<file path="config.mk">
export PLATFORM = sky130hd
export DESIGN_NAME = ppol_ctrl
export DESIGN_NICKNAME = d
export VERILOG_FILES = /design/src/rtl/ppol_pkg.sv /design/src/rtl/ppol_class_rom.sv /design/src/rtl/ppol_thr_reg.sv /design/src/rtl/ppol_ovld_timer.sv /design/src/rtl/ppol_ctrl.sv
export SDC_FILE = /design/constraint.sdc
export NUM_CORES = 1
export LEC_CHECK = 0
export ABC_AREA = 1
export CORE_UTILIZATION = 40
export CTS_CLUSTER_SIZE = 24
export DETAILED_ROUTE_END_ITERATION = 6
export HOLD_SLACK_MARGIN = 0.08
export MAX_ROUTING_LAYER = met4
export PLACE_DENSITY = 0.67
export SYNTH_ARGS = -nofsm -noshare
export SYNTH_HDL_FRONTEND = slang
export SYNTH_SLANG_ARGS = --single-unit
</file>
<file path="constraint.sdc">
create_clock -name clk_i -period 6.9 [get_ports clk_i]
set_clock_uncertainty 0.05 [all_clocks]
set_input_delay 1.38 -clock clk_i [delete_from_list [all_inputs] [get_ports clk_i]]
set_output_delay 1.38 -clock clk_i [all_outputs]
set_load 0.05 [all_outputs]
</file>
<file path="src/rtl/ppol_pkg.sv">
package ppol_pkg;

   typedef enum logic [1:0] {
      MODE_OFF    = 2'd0,
      MODE_MANUAL = 2'd1,
      MODE_SEMI   = 2'd2,
      MODE_AUTO   = 2'd3
   } ppol_mode_e;

   localparam int CLS_W  = 4;
   localparam int CODE_W = 8;

   // Class-to-threshold code in 0.5 W steps; unknown classes give no limit.
   function automatic logic [CODE_W-1:0] class_code(input logic [CLS_W-1:0] cls);
      logic [CODE_W-1:0] c;
      case (cls)
         4'd1:    c = 8'h08;
         4'd2:    c = 8'h0E;
         4'd3:    c = 8'h1F;
         4'd4:    c = 8'h3C;
         4'd5:    c = 8'h5A;
         4'd6:    c = 8'h78;
         4'd7:    c = 8'h96;
         4'd8:    c = 8'hB4;
         default: c = 8'hFF;
      endcase
      return c;
   endfunction

   function automatic logic mode_is_auto(input ppol_mode_e m);
      return (m == MODE_SEMI) || (m == MODE_AUTO);
   endfunction

endpackage

</file>
<file path="src/rtl/ppol_class_rom.sv">
module ppol_class_rom
   import ppol_pkg::*;
#(
   parameter int THR_W   = 8,
   parameter bit DUAL_EN = 1'b1
) (
   input  logic [CLS_W-1:0] cls_a_i,
   input  logic [CLS_W-1:0] cls_b_i,
   input  logic             dual_i,
   output logic [THR_W-1:0] code_o
);

   localparam int SUM_W = THR_W + 1;

   logic [THR_W-1:0] code_a;
   assign code_a = THR_W'(class_code(cls_a_i));

   generate
      if (DUAL_EN) begin : g_dual
         logic [THR_W-1:0] code_b;
         logic [SUM_W-1:0] sum;
         assign code_b = THR_W'(class_code(cls_b_i));
         assign sum    = {1'b0, code_a} + {1'b0, code_b};
         always_comb begin
            if (!dual_i)
               code_o = code_a;
            else if (sum[SUM_W-1])
               code_o = '1;
            else
               code_o = sum[THR_W-1:0];
         end
      end else begin : g_single
         logic unused_b;
         assign unused_b = ^{cls_b_i, dual_i};
         assign code_o   = code_a;
      end
   endgenerate

endmodule

</file>
<file path="src/rtl/ppol_thr_reg.sv">
module ppol_thr_reg #(
   parameter int THR_W = 8
) (
   input  logic             clk_i,
   input  logic             rst_ni,
   input  logic             clr_i,
   input  logic             wr_i,
   input  logic [THR_W-1:0] wdata_i,
   input  logic             load_i,
   input  logic [THR_W-1:0] ldata_i,
   output logic [THR_W-1:0] q_o
);

   logic [THR_W-1:0] q_d, q_q;

   // Priority: port-off/fault clear, then host write, then class load.
   always_comb begin
      q_d = q_q;
      if (clr_i)
         q_d = '1;
      else if (wr_i)
         q_d = wdata_i;
      else if (load_i)
         q_d = ldata_i;
   end

   always_ff @(posedge clk_i) begin
      if (!rst_ni)
         q_q <= '1;
      else
         q_q <= q_d;
   end

   assign q_o = q_q;

endmodule

</file>
<file path="src/rtl/ppol_ovld_timer.sv">
module ppol_ovld_timer #(
   parameter int THR_W    = 8,
   parameter int PWR_W    = 10,
   parameter int TMR_W    = 8,
   parameter int EXTRA_MS = 6,
   parameter int MIN_CODE = 8
) (
   input  logic             clk_i,
   input  logic             rst_ni,
   input  logic             arm_i,
   input  logic [THR_W-1:0] thr_i,
   input  logic [PWR_W-1:0] pwr_i,
   input  logic             tick_i,
   input  logic [TMR_W-1:0] ovld_ms_i,
   output logic             over_o,
   output logic             fire_o,
   output logic             fault_o
);

   localparam int CMP_W = (THR_W > PWR_W) ? THR_W : PWR_W;
   localparam int CNT_W = TMR_W + $clog2(EXTRA_MS + 2) + 1;

   logic [CMP_W-1:0] eff_thr, pwr_ext;
   logic [CNT_W-1:0] cnt_q, cnt_inc, limit;
   logic             fault_q;

   // Floor the compared threshold at the minimum code; readback is untouched.
   always_comb begin
      if (thr_i < THR_W'(MIN_CODE))
         eff_thr = CMP_W'(MIN_CODE);
      else
         eff_thr = CMP_W'(thr_i);
   end

   assign pwr_ext = CMP_W'(pwr_i);
   assign over_o  = arm_i && (pwr_ext > eff_thr);

   assign limit   = CNT_W'(ovld_ms_i) + CNT_W'(EXTRA_MS);
   assign cnt_inc = cnt_q + CNT_W'(1);
   assign fire_o  = over_o && tick_i && (cnt_inc >= limit);

   always_ff @(posedge clk_i) begin
      if (!rst_ni) begin
         cnt_q   <= '0;
         fault_q <= 1'b0;
      end else begin
         fault_q <= fire_o;
         if (!over_o || fire_o)
            cnt_q <= '0;
         else if (tick_i)
            cnt_q <= cnt_inc;
      end
   end

   assign fault_o = fault_q;

endmodule

</file>
<file path="src/rtl/ppol_ctrl.sv">
module ppol_ctrl
   import ppol_pkg::*;
#(
   parameter int THR_W    = 8,
   parameter int PWR_W    = 10,
   parameter int TMR_W    = 8,
   parameter int EXTRA_MS = 6,
   parameter int MIN_CODE = 8,
   parameter bit DUAL_EN  = 1'b1
) (
   input  logic             clk_i,
   input  logic             rst_ni,
   input  logic             host_wr_i,
   input  logic [THR_W-1:0] host_wdata_i,
   output logic [THR_W-1:0] thr_o,
   input  logic [1:0]       mode_i,
   input  logic             pwr_on_i,
   input  logic             port_off_i,
   input  logic [CLS_W-1:0] cls_a_i,
   input  logic [CLS_W-1:0] cls_b_i,
   input  logic             dual_sig_i,
   input  logic             keep_host_i,
   input  logic             pol4_en_i,
   input  logic             tick_i,
   input  logic [TMR_W-1:0] ovld_ms_i,
   input  logic [PWR_W-1:0] pwr_meas_i,
   output logic             overload_o,
   output logic             fault_o,
   output logic             pol_active_o
);

   generate
      if (THR_W < CODE_W) begin : g_chk_thr
         $error("THR_W must hold the 8-bit class codes");
      end
      if (MIN_CODE >= (1 << THR_W)) begin : g_chk_min
         $error("MIN_CODE does not fit THR_W");
      end
      if (EXTRA_MS < 0) begin : g_chk_extra
         $error("EXTRA_MS must not be negative");
      end
   endgenerate

   ppol_mode_e       mode;
   logic             auto_mode, powered_q, arm, fire, class_load, clr;
   logic [THR_W-1:0] class_def;

   assign mode      = ppol_mode_e'(mode_i);
   assign auto_mode = mode_is_auto(mode);

   ppol_class_rom #(
      .THR_W   (THR_W),
      .DUAL_EN (DUAL_EN)
   ) rom_i (
      .cls_a_i (cls_a_i),
      .cls_b_i (cls_b_i),
      .dual_i  (dual_sig_i),
      .code_o  (class_def)
   );

   assign clr        = port_off_i || fire;
   assign class_load = pwr_on_i && auto_mode && !keep_host_i;

   ppol_thr_reg #(
      .THR_W (THR_W)
   ) thr_i (
      .clk_i   (clk_i),
      .rst_ni  (rst_ni),
      .clr_i   (clr),
      .wr_i    (host_wr_i),
      .wdata_i (host_wdata_i),
      .load_i  (class_load),
      .ldata_i (class_def),
      .q_o     (thr_o)
   );

   always_ff @(posedge clk_i) begin
      if (!rst_ni)
         powered_q <= 1'b0;
      else if (clr)
         powered_q <= 1'b0;
      else if (pwr_on_i)
         powered_q <= 1'b1;
   end

   assign arm = powered_q && auto_mode && (!dual_sig_i || pol4_en_i);

   ppol_ovld_timer #(
      .THR_W    (THR_W),
      .PWR_W    (PWR_W),
      .TMR_W    (TMR_W),
      .EXTRA_MS (EXTRA_MS),
      .MIN_CODE (MIN_CODE)
   ) tmr_i (
      .clk_i     (clk_i),
      .rst_ni    (rst_ni),
      .arm_i     (arm),
      .thr_i     (thr_o),
      .pwr_i     (pwr_meas_i),
      .tick_i    (tick_i),
      .ovld_ms_i (ovld_ms_i),
      .over_o    (overload_o),
      .fire_o    (fire),
      .fault_o   (fault_o)
   );

   assign pol_active_o = arm;

endmodule

</file>
# After elaboration in Yosys (flattened, before gate mapping)

Memory sizes are Yosys's and may differ from the RTL's.
Index checks and enable logic that the tools add are counted.

Register bits after elaboration: 22
Memory bits (read-only): 256
Bits of input ports: 45
Memories: 2

Memories:

| name            | depth | width | rd ports | clocked after memory_dff | write ports | RTL line       | source |
|---|---|---|---|---|---|---|---|
| (no name shown) | 16    | 8     | 1        | 0                        | 0           | ppol_pkg.sv:16 | `case (cls)` |
| (no name shown) | 16    | 8     | 1        | 0                        | 0           | ppol_pkg.sv:16 |  |

Add/subtract/negate cells: 3
Magnitude comparators: 3
Equal/unequal tests: 2
Multiplexer cells: 5
Bitwise gates (word level): 1
Reductions and logical operators: 17

Operators with widths:

| operator                                                    | number |
|---|---|
| two-way mux 8 bit                                           | 5 |
| adder 12 x 1 -> 12 bit (second input constant)              | 1 |
| >= comparator 12 bit                                        | 1 |
| greater-than comparator 10 x 8 -> 1 bit                     | 1 |
| adder 8 x 3 -> 9 bit (second input constant)                | 1 |
| adder 8 x 8 -> 9 bit                                        | 1 |
| less-than comparator 8 x 4 -> 1 bit (second input constant) | 1 |
| logical AND 1 bit                                           | 7 |
| equality test 2 bit (second input constant)                 | 2 |
| logical OR 1 bit                                            | 4 |
| OR reduction 2 bit                                          | 2 |
| zero test 1 bit                                             | 3 |
| nonzero test 2 bit                                          | 1 |
| inverter 1 bit                                              | 1 |

# Logic depth before layout (Yosys ltp)

Gate-level depths: netlist of the first run.

Depth after elaboration: 9
Depth in mapped cells: 19

# Hierarchy

A second synthesis of the first run with hierarchy kept.

Cell total of the unflattened synthesis: 435
Area total of the unflattened synthesis: 2706.3 µm²

By module, submodules not included:

| module          | times used | cells each | area each (µm²) | sequential area each (µm²) |
|---|---|---|---|---|
| ppol_ovld_timer | 1          | 203        | 1348.8          | 260.2 |
| ppol_class_rom  | 1          | 159        | 885.8           | 0.0 |
| ppol_thr_reg    | 1          | 62         | 410.4           | 160.2 |
| ppol_ctrl       | 1          | 11         | 61.3            | 20.0 |

# Least setup slack after synthesis of the first run

Ideal clock, no wire load.

Path type: input port to output port
Start: input port pwr_meas_i[7]
End: output port overload_o
Data arrival time: 2.430 ns
Data required time: 5.470 ns
Path slack: 3.040 ns
Stages: 7
Buffers on the path: 0
Path through: ha_1 > nand2_1 > nor2_1 > o211ai_1 > nand3_1 > nand2_1 > inv_1

Longest elaborated chain between the ends: 2

Ends and longest elaborated chain:

| element                                 | RTL line              | source |
|---|---|---|
| start, declared                         | ppol_ctrl.sv:26       | `input logic [PWR_W-1:0] pwr_meas_i,` |
| greater-than comparator 10 x 8 -> 1 bit | ppol_ovld_timer.sv:36 | `assign over_o = arm_i && (pwr_ext > eff_thr);` |
| logical AND 1 bit                       | ppol_ovld_timer.sv:36 |  |
| end, declared                           | ppol_ctrl.sv:27       | `output logic overload_o,` |

No other way between the ends.

# Worst setup path after layout of the first run

Start: input port dual_sig_i
End: output port overload_o

Longest elaborated chain between the ends: 4

Ends and longest elaborated chain:

| element           | RTL line              | source |
|---|---|---|
| start, declared   | ppol_ctrl.sv:21       | `input logic dual_sig_i,` |
| zero test 1 bit   | --                    |  |
| logical OR 1 bit  | ppol_ctrl.sv:86       | `assign arm = powered_q && auto_mode && (!dual_sig_i \|\| pol4_en_i);` |
| logical AND 1 bit | ppol_ctrl.sv:86       |  |
| logical AND 1 bit | ppol_ovld_timer.sv:36 |  |

No other way between the ends.

==> flow_metrics.py, run 1 <==
metrics = {
    "clocking": {
        "clk_path_buf_depth": 2,
        "cts_tree": "yes",
        "ctsHtreeMaxLevel": 1,
        "hold_buffers": 0,
        "clk_latency_ns": 0.26,
        "postCtsResizedCells": 0,
        "cts_setup_buffers": 0,
        "cts-root-buf": "clkbuf_8",
        "cts.sinks": 22,
        "clk_pin_slew_worst_paths_ns": 0.08,
        "numCtsBuffers": 3,
    },
    "global_route": {
        "grt_overflow": 0,
        "grtUsageTotal_pct": 19.3,
        "grt_start_max_net_pins": 16,
        "antenna_found_initial": 0,
        "grt_pass1_wl_mm": 9.92,
        "grt_pass1_vias": 2321,
    },
    "synth": {
        "syn_area_sq_mm": 0.00253,
        "syn_inst": 404,
        "ys_async_sr_fraction_pct": 0,
        "yosysTopAreaCellShare_pct": 17.4,
        "yosys-top-cells-area": "dfxtp_1 17%, ha_1 17%, nand2_1 15%",
        "synth_edf_count": 0,
        "synthFlopType": "dfxtp_1",
        "synth-seq-cells": 22,
        "syn-num-nets": 485,
        "synth_area_leader_cell": "dfxtp_1",
        "avgSynthCellArea_sq_um": 6.27,
        "ys_seq_area_share_pct": 17.4,
        "yosysWarnings": 0,
        "ys_types": 37,
    },
    "setup_path": {
        "end_kind": "output pin",
        "worstSetupStartpointType": "input pin",
        "worstSetupPathType": "in -> out",
        "critPathArrivalTime_ns": 3.52,
        "required_ns": 5.47,
        "cp_max_fo": 14,
    },
    "floorplan": {
        "ios": 56,
        "die_h_microns": 81.6,
        "core_sq_mm": 0.00603,
        "core.rowCount": 28,
        "dieWidth_microns": 81.6,
        "dieArea_sq_mm": 0.00666,
        "initial_core_util_pct": 42.0,
    },
    "timing": {
        "fin_crit_ns": 4.95,
        "period_share_pct": 71.7,
        "hold_viol_final": 0,
        "fmax_mhz": 202,
        "fin_tns_setup_ns": 0,
        "grt_setup_unrepaired": "false",
        "slew_headroom_pct": 66.6,
        "setup_viol": 0,
        "whs_ns": 0.451,
        "worstMarginPinSlew_ns": 0.499,
        "drv_slew": 0,
    },
    "route": {
        "drcViolationCount": 0,
        "ant_nets": 0,
        "avgViaCountPerCell": 4.90,
        "routed_wl_mm": 5.99,
        "drt_iter0_drc": 128,
        "wl_per_cell_microns": 11.3,
        "dr.pass1.iters": 4,
        "num_vias": 2602,
    },
    "run": {
        "drv_cap": 0,
    },
    "final_layout": {
        "multiInputGateArea_sq_mm": 0.00181,
        "layout_common_cells": "101 x nand2_1, 68 x inv_1, 54 x clkdlybuf4s50_1, 41 x nor2_1, 35 x ha_1",
        "final_common_cell": "nand2_1",
        "fill_cells": 650,
        "fin_nets": 539,
        "n_antenna_cell": 0,
        "post-route-cell-area_sq_mm": 0.00318,
        "area_growth_pct": 25.6,
        "seq_area_sq_um": 440,
        "drive_gt1_share_pct": 5.48,
    },
    "pwr": {
        "leakagePower_nw": 1.59,
        "peakVddDrop_mv": 0.0745,
        "powerDensity_mw_per_mm2": 113,
    },
    "placement": {
        "dp_hpwl_mm": 5.11,
        "port_buffers": 54,
        "gp_congestion": 0.876,
        "place_area_sq_mm": 0.00314,
    },
    "run_status": {
        "outcome": "completed",
    },
    "worst_hold_path": {
        "hold_class": "reg -> reg",
    },
}
[critical path, cell delays in order]
cell and delay [ns]:
clkdlybuf4s50_1 0.75, inv_1 0.16, o211a_1 0.28, nand2_1 0.08, inv_1 0.03, nand2_1 0.11
inv_1 0.05, clkdlybuf4s50_1 0.69
[report_power, final]
group | switching (W) | internal, W | leakage [nW] | total [W]
Clock | 0.0000401 | 0.0000389 | 0.0216 | 0.0000790
Combinational | 0.0000846 | 0.0000650 | 1.39 | 0.000150
Sequential | 0.00000253 | 0.000130 | 0.179 | 0.000132
[Yosys cell counts (all sizes together), types with 2 or more instances]
| library cell | n |
|---|---|
| o21ai | 20 |
| nand2 | 106 |
| clkbuf | 3 |
| xor2 | 9 |
| o22ai | 3 |
| nand3b | 2 |
| nor2 | 55 |
| nand3 | 27 |
| nor3 | 6 |
| xnor2 | 3 |
| o211ai | 3 |
| a22oi | 2 |
| ha | 35 |
| nand4 | 6 |
| o21a | 2 |
| buf | 2 |
| mux2i | 3 |
| inv | 68 |
| a21oi | 16 |
| dfxtp | 22 |
[path summary, 6_finish.rpt]
| check | startpoint | endpoint | slack [ns] | depth (start not counted) |
|---|---|---|---|---|
| worst min-delay path | powered_q | powered_q | 0.45 | 2 |
| worst min register to register | powered_q | powered_q | 0.45 | 2 |
| worst max register to register | tmr_i.cnt_q[0] | tmr_i.cnt_q[0] | 4.45 | 14 |
| worst max-delay path | dual_sig_i | overload_o | 1.95 | 8 |
[sequential cells by signal, indices dropped and copies added (netlist names)]
name,flops
powered_q,1
thr_i.q_o,8
tmr_i.cnt_q,12
tmr_i.fault_o,1
[cells by family (layout without fill, tap and decap cells)]
family | count (synthesis) | in the layout | share of synthesized area (%)
compound gates | 52 | 52 | 12.2
simple gates | 205 | 205 | 35.7
buf+inv | 74 | 126 | 11.3
fa+ha+maj | 36 | 36 | 18.1
flops | 22 | 22 | 17.4
mux | 3 | 3 | 1.19
xor+xnor | 12 | 12 | 4.15
[final cells by class]
cell class,count,share of cell area [%]
Clock buffer,3,1.30
Inverter,69,8.14
Multi-Input combinational cell,308,56.8
Sequential cell,22,13.8
Tap cell,75,2.95
Timing Repair Buffer,54,17.0
[metrics by stage]
| stage | instances | power (W) | setup WS [ns] | util, % |
|---|---|---|---|---|
| CTS | 531 | 0.000364 | 1.94 | 52.8 |
| finish | 531 | 0.000361 | 1.95 | 52.8 |
| global route | 531 | 0.000390 | 1.79 | 52.8 |
| floorplan | 404 | 0.000230 | 3.04 | - |
| detailed placement | 528 | 0.000285 | 1.95 | 52.1 |
| global placement | 528 | 0.000282 | 1.94 | 52.1 |
[layer usage]
metal	up-vias	track usage (%)	wire, microns
li1	1408	-	-
met1	1153	24.8	2960
met2	39	33.2	2820
met3	2	1.67	164
met4	0	3.68	42
met5	-	-	0
(Power assumes the default switching activity.)
==> run 2, diff against run 1 <==
--- a/config.mk
+++ b/config.mk
@@ -11,7 +11,7 @@
 export DETAILED_ROUTE_END_ITERATION = 6
 export HOLD_SLACK_MARGIN = 0.08
 export MAX_ROUTING_LAYER = met4
-export PLACE_DENSITY = 0.67
+export PLACE_DENSITY = 0.69
 export SYNTH_ARGS = -nofsm -noshare
 export SYNTH_HDL_FRONTEND = slang
 export SYNTH_SLANG_ARGS = --single-unit
==> constraint.sdc (replaced) <==
create_clock -name clk_i -period 4.5 [get_ports clk_i]
set_clock_uncertainty 0.05 [all_clocks]
set_input_delay 0.9 -clock clk_i [delete_from_list [all_inputs] [get_ports clk_i]]
set_output_delay 0.9 -clock clk_i [all_outputs]
set_load 0.05 [all_outputs]
==> flow_metrics.py, run 2 (same netlist as run 1, synthesis figures left out) <==
metrics = {
    "run_status": {
        "outcome": "completed",
    },
    "final_layout": {
        "area_growth_pct": 26.5,
        "final_common_cell": "nand2_1",
        "post-route-util_pct": 53.2,
        "drive_gt1_share_pct": 5.90,
        "n_antenna_cell": 0,
        "seq_area_sq_um": 440,
        "fill_cells": 638,
        "multiInputGateArea_sq_mm": 0.00181,
        "largest_register_ffs": 12,
        "post-route-cell-area_sq_mm": 0.00320,
        "fin_nets": 540,
        "top_register": "tmr_i.cnt_q",
        "layout_common_cells": "101 x nand2_1, 68 x inv_1, 54 x clkdlybuf4s50_1, 41 x nor2_1, 35 x ha_1",
    },
    "timing": {
        "fmax_mhz": 252,
        "drv_slew": 0,
        "grt_setup_unrepaired": "false",
        "period_share_pct": 88.1,
        "slew_headroom_pct": 66.7,
        "whs_ns": 0.455,
        "fin_tns_setup_ns": 0,
        "worstMarginPinSlew_ns": 0.497,
        "hold_viol_final": 0,
        "fin_ws_ns": 0.536,
        "fin_crit_ns": 3.96,
        "setup_viol": 0,
    },
    "clocking": {
        "cts.sinks": 22,
        "numCtsBuffers": 3,
        "cts_tree": "yes",
        "clk_latency_ns": 0.26,
        "cts-root-buf": "clkbuf_8",
        "postCtsResizedCells": 0,
        "cts_setup_buffers": 0,
        "clk_pin_slew_worst_paths_ns": 0.08,
        "ctsHtreeMaxLevel": 1,
        "clk_path_buf_depth": 2,
        "hold_buffers": 0,
    },
    "floorplan": {
        "ios": 56,
        "dieArea_sq_mm": 0.00666,
        "dieWidth_microns": 81.6,
        "core.rowCount": 28,
        "die_h_microns": 81.6,
        "initial_core_util_pct": 42.0,
        "core_sq_mm": 0.00603,
    },
    "pwr": {
        "leakagePower_nw": 1.60,
        "peakVddDrop_mv": 0.154,
        "powerDensity_mw_per_mm2": 179,
    },
    "route": {
        "met3_length_microns": 190,
        "wl_met1_mm": 2.85,
        "wl_per_cell_microns": 11.0,
        "routed.top_layer": "met4",
        "num_vias": 2604,
        "drcViolationCount": 0,
        "ant_nets": 0,
        "drt_iter0_drc": 137,
        "avgViaCountPerCell": 4.89,
        "dr.pass1.iters": 4,
        "wl_met2_mm": 2.73,
        "routed_wl_mm": 5.87,
    },
    "setup_path": {
        "cp_max_fo": 3,
        "end_kind": "output pin",
        "worstSetupPathType": "in -> out",
        "path_cells": "clkdlybuf4s50_1, ha_1, nand2_1, nor2_1, o211ai_1, nand3_1, nand2_1, inv_1, clkdlybuf4s50_1",
        "crit_slowest_cell": "clkdlybuf4s50_1",
        "worstSetupStartpointType": "input pin",
        "critPathArrivalTime_ns": 3.01,
        "required_ns": 3.55,
        "worst_path_largest_cell_delay_ns": 0.79,
    },
    "worst_hold_path": {
        "hold_class": "reg -> reg",
    },
    "global_route": {
        "grtUsageTotal_pct": 18.5,
        "grt_pass1_vias": 2238,
        "grt_start_max_net_pins": 16,
        "grt_overflow": 0,
        "grt_pass1_wl_mm": 9.50,
        "antenna_found_initial": 0,
    },
    "placement": {
        "port_buffers": 54,
        "dp_hpwl_mm": 4.98,
        "gp_congestion": 0.870,
        "dpl_worst_slack_ns": 0.432,
        "place_area_sq_mm": 0.00315,
    },
    "run": {
        "drv_cap": 0,
    },
}
## run 2: final timing paths
path	endpoint	slack, ns	startpoint	cells after the start
min reg2reg	powered_q	0.45	powered_q	2
max reg2reg	tmr_i.cnt_q[1]	2.04	tmr_i.cnt_q[0]	14
max	overload_o	0.54	pwr_meas_i[7]	9
min	powered_q	0.45	powered_q	2
## run 2: layout make-up
type | instances | area share, %
Multi-Input combinational cell | 308 | 56.4
Inverter | 69 | 8.08
Clock buffer | 4 | 1.72
Tap cell | 75 | 2.93
Sequential cell | 22 | 13.7
Timing Repair Buffer | 55 | 17.1
## run 2: layer usage
layer	vias up	track usage, %
met5	-	-
met2	40	31.4
li1	1407	-
met1	1151	23.8
met3	6	1.11
met4	0	4.91
## run 2: critical path: cells and delay by family
family / cells / cell delay [ns]
AO/OA/AOI/OAI: 1 / 0.11
buffers and inverters: 3 / 1.26
AND/OR/NAND/NOR: 4 / 0.45
adder cells (fa/ha/maj): 1 / 0.31
## run 2: metrics by stage
stage               instances  total power (W)
finish                    533         0.000574
global route              533         0.000617
CTS                       533         0.000581
detailed placement        529         0.000435
global placement          529         0.000432
floorplan                 404         0.000352
## run 2: power breakdown
part / switching [W] / internal (W)
clock: 0.0000642 / 0.0000779
sequential: 0.00000383 / 0.000199
combinational: 0.000129 / 0.000100
